### src/rtl/baud_pkg.sv
package baud_pkg;
  localparam int unsigned DEF_RATE_W = 16;
  localparam int unsigned DEF_OVS    = 16;
  localparam int unsigned DEF_SYNC   = 2;
endpackage

### src/rtl/baud_rst_sync.sv
module baud_rst_sync #(
  parameter int unsigned STAGES = 2
) (
  input  logic clk_i,
  input  logic rst_ni,
  output logic rst_no
);
  logic [STAGES-1:0] sync_q;
  logic [STAGES-1:0] sync_d;

  always_comb begin
    sync_d = {sync_q[STAGES-2:0], 1'b1};
  end

  always_ff @(posedge clk_i or negedge rst_ni) begin
    if (!rst_ni) sync_q <= '0;
    else         sync_q <= sync_d;
  end

  assign rst_no = sync_q[STAGES-1];
endmodule

### src/rtl/baud_int_div.sv
module baud_int_div #(
  parameter int unsigned W = 16
) (
  input  logic         clk_i,
  input  logic         rst_ni,
  input  logic         en_i,
  input  logic [W-1:0] div_i,
  output logic         tick_o
);
  localparam logic [W-1:0] ONE = W'(1);

  logic [W-1:0] cnt_q, cnt_d;
  logic         tick_q, tick_d;
  logic         hit;
  logic         upd;

  always_comb begin
    hit    = (div_i <= ONE) || (cnt_q >= (div_i - ONE));
    tick_d = en_i & hit;
    if (!en_i)    cnt_d = '0;
    else if (hit) cnt_d = '0;
    else          cnt_d = cnt_q + ONE;
    upd    = en_i | (cnt_q != '0) | tick_q;
  end

  always_ff @(posedge clk_i or negedge rst_ni) begin
    if (!rst_ni) begin
      cnt_q  <= '0;
      tick_q <= 1'b0;
    end else if (upd) begin
      cnt_q  <= cnt_d;
      tick_q <= tick_d;
    end
  end

  assign tick_o = tick_q;
endmodule

### src/rtl/baud_phase_acc.sv
module baud_phase_acc #(
  parameter int unsigned W = 16
) (
  input  logic         clk_i,
  input  logic         rst_ni,
  input  logic         en_i,
  input  logic [W-1:0] inc_i,
  output logic         tick_o
);
  logic [W-1:0] acc_q, acc_d;
  logic         tick_q, tick_d;
  logic [W:0]   sum;
  logic         upd;

  always_comb begin
    sum    = {1'b0, acc_q} + {1'b0, inc_i};
    acc_d  = en_i ? sum[W-1:0] : '0;
    tick_d = en_i & sum[W];
    upd    = en_i | (acc_q != '0) | tick_q;
  end

  always_ff @(posedge clk_i or negedge rst_ni) begin
    if (!rst_ni) begin
      acc_q  <= '0;
      tick_q <= 1'b0;
    end else if (upd) begin
      acc_q  <= acc_d;
      tick_q <= tick_d;
    end
  end

  assign tick_o = tick_q;
endmodule

### src/rtl/baud_bit_div.sv
module baud_bit_div #(
  parameter int unsigned RATIO = 16
) (
  input  logic clk_i,
  input  logic rst_ni,
  input  logic run_i,
  input  logic os_tick_i,
  output logic bit_tick_o
);
  localparam int unsigned SW = (RATIO > 1) ? $clog2(RATIO) : 1;
  localparam logic [SW-1:0] LAST = SW'(RATIO - 1);
  localparam logic [SW-1:0] ONE  = SW'(1);

  logic [SW-1:0] sub_q, sub_d;
  logic          at_last;
  logic          upd;

  always_comb begin
    at_last = (sub_q == LAST);
    upd     = !run_i | os_tick_i;
    if (!run_i)       sub_d = '0;
    else if (at_last) sub_d = '0;
    else              sub_d = sub_q + ONE;
  end

  always_ff @(posedge clk_i or negedge rst_ni) begin
    if (!rst_ni)  sub_q <= '0;
    else if (upd) sub_q <= sub_d;
  end

  assign bit_tick_o = os_tick_i & at_last;
endmodule

### src/rtl/baud_tick_gen.sv
module baud_tick_gen
  import baud_pkg::*;
#(
  parameter int unsigned RATE_W    = DEF_RATE_W,
  parameter int unsigned OVS_RATIO = DEF_OVS,
  parameter int unsigned SYNC_LEN  = DEF_SYNC
) (
  input  logic              clk_i,
  input  logic              rst_ni,
  input  logic              run_i,
  input  logic              frac_mode_i,
  input  logic [RATE_W-1:0] rate_i,
  output logic              os_tick_o,
  output logic              bit_tick_o
);
  logic rst_n_sync;
  logic div_en, acc_en;
  logic div_tick, acc_tick;

  baud_rst_sync #(.STAGES(SYNC_LEN)) u_rst (
    .clk_i  (clk_i),
    .rst_ni (rst_ni),
    .rst_no (rst_n_sync)
  );

  assign div_en = run_i & ~frac_mode_i;
  assign acc_en = run_i &  frac_mode_i;

  baud_int_div #(.W(RATE_W)) u_div (
    .clk_i  (clk_i),
    .rst_ni (rst_n_sync),
    .en_i   (div_en),
    .div_i  (rate_i),
    .tick_o (div_tick)
  );

  baud_phase_acc #(.W(RATE_W)) u_acc (
    .clk_i  (clk_i),
    .rst_ni (rst_n_sync),
    .en_i   (acc_en),
    .inc_i  (rate_i),
    .tick_o (acc_tick)
  );

  assign os_tick_o = frac_mode_i ? acc_tick : div_tick;

  baud_bit_div #(.RATIO(OVS_RATIO)) u_bit (
    .clk_i      (clk_i),
    .rst_ni     (rst_n_sync),
    .run_i      (run_i),
    .os_tick_i  (os_tick_o),
    .bit_tick_o (bit_tick_o)
  );
endmodule

### config.mk
export PLATFORM = sky130hd
export DESIGN_NAME = baud_tick_gen
export DESIGN_NICKNAME = d
export VERILOG_FILES = /design/src/rtl/baud_pkg.sv /design/src/rtl/baud_rst_sync.sv /design/src/rtl/baud_int_div.sv /design/src/rtl/baud_phase_acc.sv /design/src/rtl/baud_bit_div.sv /design/src/rtl/baud_tick_gen.sv
export SDC_FILE = /design/constraint.sdc
export NUM_CORES = 1
export LEC_CHECK = 0
export BUFFER_PORTS_ARGS = -buffer_cell sky130_fd_sc_hd__buf_4
export CAP_MARGIN = 15
export CORE_ASPECT_RATIO = 1.4
export CORE_MARGIN = 3
export CORE_UTILIZATION = 60
export CTS_CLUSTER_DIAMETER = 40
export DETAILED_ROUTE_END_ITERATION = 16
export MAX_ROUTING_LAYER = met4
export PLACE_DENSITY = 0.79
export SLEW_MARGIN = 20
export SYNTH_ARGS = -nofsm -noshare
export SYNTH_HDL_FRONTEND = slang
export SYNTH_SLANG_ARGS = --single-unit
### constraint.sdc
create_clock -name clk_i -period 2.4 [get_ports clk_i]
set_input_delay 0.24 -clock clk_i [delete_from_list [all_inputs] [get_ports clk_i]]
set_output_delay 0.24 -clock clk_i [all_outputs]
set_load 0.01 [all_outputs]
Word level (Yosys, flattened, before mapping)
Cells that the tools add are included.
{"block": "word_totals", "reg_bits": 40, "inputBits": 20, "out_inout_bits": 2, "word_cells": 34}
{"block": "classes", "add_sub_neg": 4, "n_lt_le_gt_ge": 2, "eq_ne": 1, "n_mux": 6, "bitwise": 11, "reduce_logical": 4}
{"cell": "16-bit two-way mux", "n": 3}
{"cell": "16-bit nonzero test", "n": 2}
{"cell": "16-bit by 16-bit adder with 17-bit output", "n": 1}
{"cell": "16-bit by 1-bit adder with 16-bit output, second input constant", "n": 1}
{"cell": "16-bit >= comparator", "n": 1}
{"cell": "16-bit by 1-bit less-or-equal comparator with 1-bit output, second input constant", "n": 1}
{"cell": "16-bit by 1-bit subtractor with 16-bit output, second input constant", "n": 1}
{"cell": "4-bit two-way mux", "n": 2}
{"cell": "1-bit bitwise AND", "n": 5}
{"cell": "1-bit OR", "n": 5}
{"cell": "4-bit by 1-bit adder with 4-bit output, second input constant", "n": 1}
{"cell": "4-bit == test, second input constant", "n": 1}
{"cell": "1-bit zero test", "n": 1}
{"cell": "1-bit logical OR", "n": 1}
{"cell": "1-bit two-way mux", "n": 1}
{"cell": "1-bit inverter", "n": 1}

Depth between registers and ports, before layout
Gate-level depths: netlist of run 1.
{"block": "depth", "depth_word": 5, "mapped_depth": 14}

Hierarchy
A second synthesis of run 1 with hierarchy kept.
{"block": "hier_totals", "hier_cells": 346, "hier_area_um2": 3119.2}
{"mod": "baud_int_div", "n_inst": 1, "cells_per_inst": 175, "area_per_inst_um2": 1516.5}
{"mod": "baud_phase_acc", "n_inst": 1, "cells_per_inst": 146, "area_per_inst_um2": 1303.8}
{"mod": "baud_bit_div", "n_inst": 1, "cells_per_inst": 19, "area_per_inst_um2": 214.0}
{"mod": "baud_rst_sync", "n_inst": 1, "cells_per_inst": 3, "area_per_inst_um2": 53.8}
{"mod": "baud_tick_gen", "n_inst": 1, "cells_per_inst": 3, "area_per_inst_um2": 31.3}

Worst setup path after synthesis of run 1
No wires, ideal clock.
{"block": "synth_path", "kind": "input-to-reg", "from": "in rate_i[10]", "to": "reg u_div.cnt_q[10]", "arrival_time_ns": 2.886, "required_ns": 2.266, "setup_slack_ns": -0.620, "stages": 12, "n_path_buf": 2, "path_cell_list": "or4_4 -> or4_4 -> nor2_1 -> xnor2_1 -> ha_1 -> and3_1 -> nand3_1 -> nor4_1 -> or3_1 -> clkbuf_1 -> clkbuf_1 -> nor3_1"}
{"block": "synth_via", "elab_chain_len": 5}
{"item": "start: declaration", "line_no": "baud_tick_gen.sv:12", "text": "input logic [RATE_W-1:0] rate_i,"}
{"item": "16-bit by 1-bit subtractor with 16-bit output", "line_no": "baud_int_div.sv:18", "text": "hit = (div_i <= ONE) || (cnt_q >= (div_i - ONE));"}
{"item": "16-bit >= comparator", "line_no": "baud_int_div.sv:18"}
{"item": "1-bit logical OR *", "line_no": "baud_int_div.sv:18"}
{"item": "16-bit two-way mux *", "line_no": "baud_int_div.sv:21", "text": "else if (hit) cnt_d = '0;"}
{"item": "16-bit two-way mux *", "line_no": "baud_int_div.sv:20", "text": "if (!en_i) cnt_d = '0;"}
{"item": "end signal: assignment", "line_no": "baud_int_div.sv:31", "text": "cnt_q <= cnt_d;"}
{"item": "end: declaration", "line_no": "baud_int_div.sv:12", "text": "logic [W-1:0] cnt_q, cnt_d;"}
Every way passes the cells marked *; elsewhere a longest branch is shown, timed or not.
A chain may end at the register's enable or synchronous reset.

Worst setup path in the final report of run 1
{"block": "layout_path", "from": "in rate_i[10]", "to": "reg u_div.cnt_q[15]"}
The elaborated chain is that of the path after synthesis.

==> metrics.csv, run 1 <==
metric,value,unit
CP Capture Type,flip-flop,
ys flop type,dfrtp_1,
clock sink total,40,
Max Clock Skew,0.007148,ns
WP buf/inv,2,
Mapped Cells,333,
Finish-stage setup viols,17,
"Critical Path, Cell by Cell",buf_6 -> or4_4 -> or4_4 -> nor2_4 -> xnor2_1 -> ha_1 -> and3_4 -> o21ai_1 -> a21oi_2 -> or3_4 -> buf_6 -> nor3_2,
worst-margin pin slew,0.5265,ns
die area,5952,sq um
Fillers,344,
Lkg Pwr,1.796,nW
failing checks,setup timing,
worst endpoint required time,2.61,ns
dpl hpwl,5.590,mm
crit share post-route,115.4,%
placed inst area,3618,sq um
"Net Count, Synth",391,
CTS tree,yes,
"EDFF count, synth",0,
DR DRC count,0,
Starting Density,62.10,%
clock share of power,25.1,%
placed cells,457,
count of final hold-check violations,0,
CTS max path bufs,2,
initial antenna violation count,0,
CTS Buf Count,5,
Worst path slowest cell,or4_4,
htree depth,2,
largest net degree at the start of global routing,39,
remaining antenna violation count,0,
Final Critical Period,2.770,ns
status,"complete, but fails checks",
PD cells,447.3,nW/um^2
count of cell types in the netlist,43,
"Slew Viols, Final",0,
Clock transition at path regs,0.08,ns
wire per inst,16.65,um
crit-path leading delay family,simple AND/OR/NAND/NOR gates,
WL final,7.810,mm
Crit Path Class,in -> reg,
routed vias/inst,5.953,
Hold WC Path Type,in -> reg,
Core Region,4880,sq um
total negative slack,-5.403,ns
Slew HR,64.90,%
PortBufs,21,
crit-path max cell delay,0.54,ns
Synth Register Bits,40,
Die H,90.09,um
DR vias,2792,
fmax,0.3610,GHz
Post-Layout Cell Count,469,
fraction of layout cells with a size suffix above 1,26.91,%
RSZ-0062 raised after global routing,true,
Syn Std Cell Area,3030,sq um
Synth Area per Inst,9.100,sq um
Placer Congestion,0.8949,
Crit Path Max Fanout,7,
layout net count,463,
Psw,0.0005636,W
first-pass GRT wire length,12.80,mm
Die X-Extent,66.07,um
Comb pwr share,32.8,%
total congestion overflow,0,
area grow syn2layout,27.83,%
max-cap violation count,0,
"Seq/Total Area, Yosys",33.03,%
async set or reset register ratio after synthesis,100.0,%
sw frac,32.52,%
initial drt markers,158,
number of global-route vias before repair,2839,
internal power,0.001169,W
synth warn,0,
row count,30,
final instance area,3874,sq um
peak supply drop,0.3150,mV
Startpoint Class,input port,
register share of total power,42.1,%
antenna diode count,0,
IO Pins,22,
"Clk Latency, worst-skew pair",0.30,ns
CTS root buffer,clkbuf_8,
crit path DAT,2.98,ns
overall routing resource usage,28.04,%
final setup margin,-0.3703,ns
First-pass DRT Iterations,4,
==> layer usage <==
layer | wire length (um) | vias up | global-route usage, % | share of wire, %
met1 | 3132 | 1348 | 32.69 | 40
met5 | 0 | - | - | 0
met3 | 222 | 19 | 3.625 | 2.8
met2 | 4279 | 70 | 48.70 | 55
li1 | - | 1355 | - | -
met4 | 176 | 0 | 9.492 | 2.3
==> cell usage after synthesis, types with 2 or more instances <==
library cell | count | area, sq um
a2111oi_0 | 3 | 26.28
a211oi_1 | 4 | 30.03
a21boi_0 | 4 | 30.03
a21o_1 | 5 | 37.54
a21oi_1 | 19 | 95.09
a41oi_1 | 2 | 17.52
and2_1 | 2 | 12.51
and3_1 | 7 | 43.79
and4_1 | 3 | 26.28
clkbuf_1 | 6 | 22.52
dfrtp_1 | 40 | 1001
ha_1 | 37 | 462.9
inv_1 | 10 | 37.54
mux2i_1 | 4 | 40.04
nand2_1 | 26 | 97.59
nand2b_1 | 6 | 37.54
nand3_1 | 10 | 50.05
nand4_1 | 6 | 37.54
nor2_1 | 24 | 90.09
nor2b_1 | 2 | 12.51
nor3_1 | 23 | 115.1
nor4_1 | 7 | 43.79
o211ai_1 | 3 | 22.52
o21a_1 | 4 | 30.03
o21ai_0 | 17 | 85.08
o21bai_1 | 3 | 22.52
o31ai_1 | 2 | 15.01
or3_1 | 3 | 18.77
or4_4 | 2 | 22.52
xnor2_1 | 19 | 166.4
xor2_1 | 18 | 157.7
==> area by class of cell <==
class | instances | area, sq um | share of cell area (%)
multi-input cells | 276 | 2116 | 54.62
flip-flops and latches | 40 | 1001 | 25.84
repair buffers | 72 | 561.8 | 14.50
well taps | 64 | 80.08 | 2.067
clock buffers | 6 | 72.57 | 1.873
inverters | 10 | 37.54 | 0.9690
clock inverters | 1 | 5.005 | 0.1292
==> timing repair <==
item	in CTS	in global routing
endpoints found under the hold margin	2	0
buffers inserted	1	3
gates resized for setup	13	15
hold buffers	1	0
setup endpoints to repair	17	19
pin swaps	6	13
==> registers in the layout (all words and copies together) (netlist names) <==
name          count
u_acc.acc_q      16
u_acc.tick_o      1
u_bit.sub_q       4
u_div.cnt_q      16
u_div.tick_o      1
u_rst.sync_q      2
==> worst reg2reg max path, stage by stage, from the launching register on <==
cell,delay (ns)
dfrtp_1,0.39
inv_1,0.09
ha_1,0.22
nand2b_1,0.14
a2111oi_0,0.40
buf_4,0.19
nor4_2,0.04
or3_4,0.37
buf_6,0.16
nor3_2,0.19
==> through the flow <==
stage	hold slack (ns)	setup slack, ns	utilization (%)	power (W)
2_1_floorplan	-0.05559	-0.4515	-	0.001056
3_3_place_gp	0.02232	-0.5907	74.15	0.001249
3_5_place_dp	0.02374	-0.7164	74.15	0.001267
4_1_cts	0.2319	-0.2645	77.38	0.001720
5_1_grt	0.2530	-0.4851	79.38	0.001833
6_report	0.2407	-0.3703	79.38	0.001733
==> logic make-up after synthesis <==
logic type	Yosys count	share of synthesized area (%)
compound gates	70	14.70
xor+xnor	37	10.69
fa+ha+maj	38	15.94
buf+inv	17	2.643
flops	40	33.03
mux	4	1.321
other cells	1	0.1237
simple gates	126	21.55
==> power by group through the flow <==
stage	logic, W	registers [W]	clock network [W]
4_1_cts	0.000547	0.000729	0.000444
6_report	0.000568	0.000729	0.000435
2_1_floorplan	0.000296	0.000760	0
3_5_place_dp	0.000525	0.000742	0
3_3_place_gp	0.000509	0.000741	0
5_1_grt	0.000631	0.000734	0.000469
==> layout by cell type (no fill, tap or decap), drive strengths merged, types with 17 or more instances in the layout <==
cell and count:
a21oi 19, buf 71, dfrtp 40, ha 37
nand2 27, nor2 24, nor3 23, o21ai 17
xnor2 19, xor2 18
==> worst paths after layout <==
path	start	end	slack, ns	cells past startpoint
max reg2reg	u_div.cnt_q[0]	u_div.cnt_q[15]	0.12	9
max	rate_i[10]	u_div.cnt_q[15]	-0.37	12
max in group asynchronous	u_rst.sync_q[1]	u_div.cnt_q[13]	1.71	1
min in group asynchronous	rst_ni	u_rst.sync_q[0]	0.26	2
min	frac_mode_i	u_acc.acc_q[0]	0.24	2
min reg2reg	u_rst.sync_q[1]	u_acc.acc_q[0]	0.32	1
No activity file was read; power rests on OpenSTA's default activity.
==> inputs of run 2 (changes only) <==
- clock period: 2.4 -> 3.2 ns (I/O delays scaled with it)
==> run 2 against run 1 <==
  * The run now ends clean
  * Register-to-register slack better by 0.61 ns
  * Combinational power down 44%
  * Flip-flop and latch count unchanged
  * Die area unchanged
  * Routed wire length down 16%
  * Critical path depth unchanged
  * Worst setup slack better by 0.68 ns
  * Non-clock buffer count down 46
  * Sequential share of layout area up 3.9 points
  * Utilization down 10 points
  * Largest cell class unchanged
  * First-iteration DRC count up 47%
  * Global-route usage down 3.9 points
==> metrics.csv, run 2 (synthesis results as in run 1) <==
metric,value,unit,change
status,"complete, no violations",,
Largest regs,"u_acc.acc_q: 16 flops, u_div.cnt_q: 16 flops, u_bit.sub_q: 4 flops",,
overall routing resource usage,24.11,%,-3.9 points
Final Critical Period,2.892,ns,
met2 wire len,3.392,mm,-21%
most frequent cells in the layout,"40 x dfrtp_1, 37 x ha_1, 26 x nand2_1",,
Slew HR,59.72,%,-5.2 points
routed wl met3,235,um,+5.9%
total congestion overflow,0,,unchanged
CTS tree,yes,,
DR vias,2538,,-9.1%
worst endpoint required time,3.40,ns,+0.79 ns
IO Pins,22,,unchanged
CP Capture Type,flip-flop,,
PortBufs,21,,unchanged
RSZ-0062 raised after global routing,false,,
Comb pwr share,25.6,%,-7.2 points
Clock transition at path regs,0.08,ns,about the same
area grow syn2layout,10.94,%,
Max Clock Skew,0.005603,ns,-0.001545 ns
number of global-route vias before repair,2472,,-13%
Fillers,418,,+22%
CTS root buffer,clkbuf_8,,
peak supply drop,0.2217,mV,-30%
antenna diode count,0,,unchanged
Core Region,4880,sq um,unchanged
path depth of the worst reg2reg path,8,,-1
sequential cell area,1001,sq um,unchanged
count of final hold-check violations,0,,unchanged
total negative slack,0,ns,+5.403 ns
row count,30,,unchanged
Max Used Layer,met4,,
Startpoint Class,input port,,
Crit Path Class,in -> reg,,
CTS Buf Count,5,,unchanged
crit path DAT,3.09,ns,+0.11 ns
DR DRC count,0,,unchanged
initial drt markers,233,,+47%
largest net degree at the start of global routing,39,,unchanged
sw frac,31.05,%,-1.5 points
internal power,0.0008614,W,-26%
fmax,0.3458,GHz,
htree depth,2,,unchanged
Die H,90.09,um,unchanged
register share of total power,45.1,%,+3.0 points
Die X-Extent,66.07,um,unchanged
Psw,0.0003879,W,-31%
Hold WC Path Type,reg -> async,,
"Clk Latency, worst-skew pair",0.30,ns,about the same
Starting Density,62.10,%,unchanged
crit share post-route,90.37,%,
"Slew Viols, Final",0,,unchanged
routed vias/inst,6.000,,+0.79%
PD cells,371.6,nW/um^2,-17%
Lkg Pwr,1.550,nW,-14%
layout net count,417,,-9.9%
placed inst area,3256,sq um,-10%
CTS max path bufs,2,,unchanged
Finish-stage setup viols,0,,-17
max-cap violation count,0,,unchanged
"commonest non-fill, non-tap cell in the layout",dfrtp_1,,
Crit Path Max Fanout,16,,+9
post-cts sizing count,0,,-13
wl on met1,2.730,mm,-13%
first-pass GRT wire length,10.97,mm,-14%
clock share of power,29.3,%,+4.2 points
dpl hpwl,4.950,mm,-11%
fraction of layout cells with a size suffix above 1,10.31,%,-17 points
worst-margin pin slew,0.5890,ns,+0.06246 ns
First-pass DRT Iterations,4,,unchanged
multi-input logic area,1949,sq um,-7.9%
wire per inst,15.47,um,-7.1%
WL final,6.543,mm,-16%
Placer Congestion,0.8736,,-2.4%
remaining antenna violation count,0,,unchanged
die area,5952,sq um,unchanged
final instance area,3362,sq um,-13%
clock sink total,40,,unchanged
initial antenna violation count,0,,unchanged
run 2: cell count changes in the layout (fill, tap and decap cells not counted), moves of 2 or more:
cell,change
nor3_1,+12
o21ai_1,-2
buf_6,-3
a21oi_2,-2
nor4_2,-3
o31ai_1,+2
and3_1,+2
a21oi_1,+2
nor4_1,+4
o21ai_0,+3
nor3_2,-12
and3_4,-2
clkbuf_8,+2
buf_4,-42
run 2: final timing paths:
check                                startpoint        endpoint  slack [ns]
min in group clk_i                  frac_mode_i  u_acc.acc_q[0]        0.33
max in group asynchronous       u_rst.sync_q[1]  u_div.cnt_q[4]        2.54
worst min-delay path            u_rst.sync_q[1]    u_div.tick_o        0.31
worst min register to register  u_rst.sync_q[1]    u_div.tick_o        0.31
worst max register to register   u_div.cnt_q[0]  u_div.cnt_q[0]        0.73
worst max-delay path                 rate_i[10]  u_div.cnt_q[0]        0.31
run 2: routing by layer:
layer	GRT usage, %	vias up
met5	-	-
met4	10.17	0
met3	4.375	18
met2	40.33	54
met1	27.84	1208
li1	-	1258
run 2: per-stage QoR:
step	std cells	utilization [%]	total power, W	hold WS [ns]	setup slack (ns)
floorplan	333	-	0.0007913	0.02441	0.09988
global placement	415	66.72	0.0008786	0.1033	0.09683
detailed placement	415	66.72	0.0008873	0.1067	0.003178
CTS	423	68.90	0.001256	0.3263	0.3091
global route	423	68.90	0.001327	0.3343	0.1898
finish	423	68.90	0.001249	0.3089	0.3081
run 2: worst max-delay path: stages:
cell     delay (ns)
buf_4          0.13
or4_4          0.53
or4_4          0.42
nor2_1         0.13
xnor2_1        0.13
ha_1           0.26
and3_1         0.17
nand3_1        0.11
o21ai_0        0.11
or3_1          0.38
buf_4          0.20
o31ai_1        0.19
run 2: power groups by stage:
stage                     combinational, W  sequential (W)  clock, W
after floorplan                   0.000221        0.000570         0
after global placement            0.000307        0.000572         0
after detailed placement          0.000317        0.000571         0
after CTS                         0.000320        0.000561  0.000375
after global routing              0.000367        0.000566  0.000395
final                             0.000320        0.000563  0.000366
run 2: cell type report:
cell class | instances | area share [%]
timing repair buffer | 26 | 5.880
sequential | 40 | 29.77
inverter | 10 | 1.116
multi-input combinational | 276 | 57.98
tap | 64 | 2.382
clock buffer | 7 | 2.866
run 2: what timing repair did:
item,in CTS,in global routing
hold buffers,1,0
setup buffers,0,0
endpoints found under the hold margin,2,0
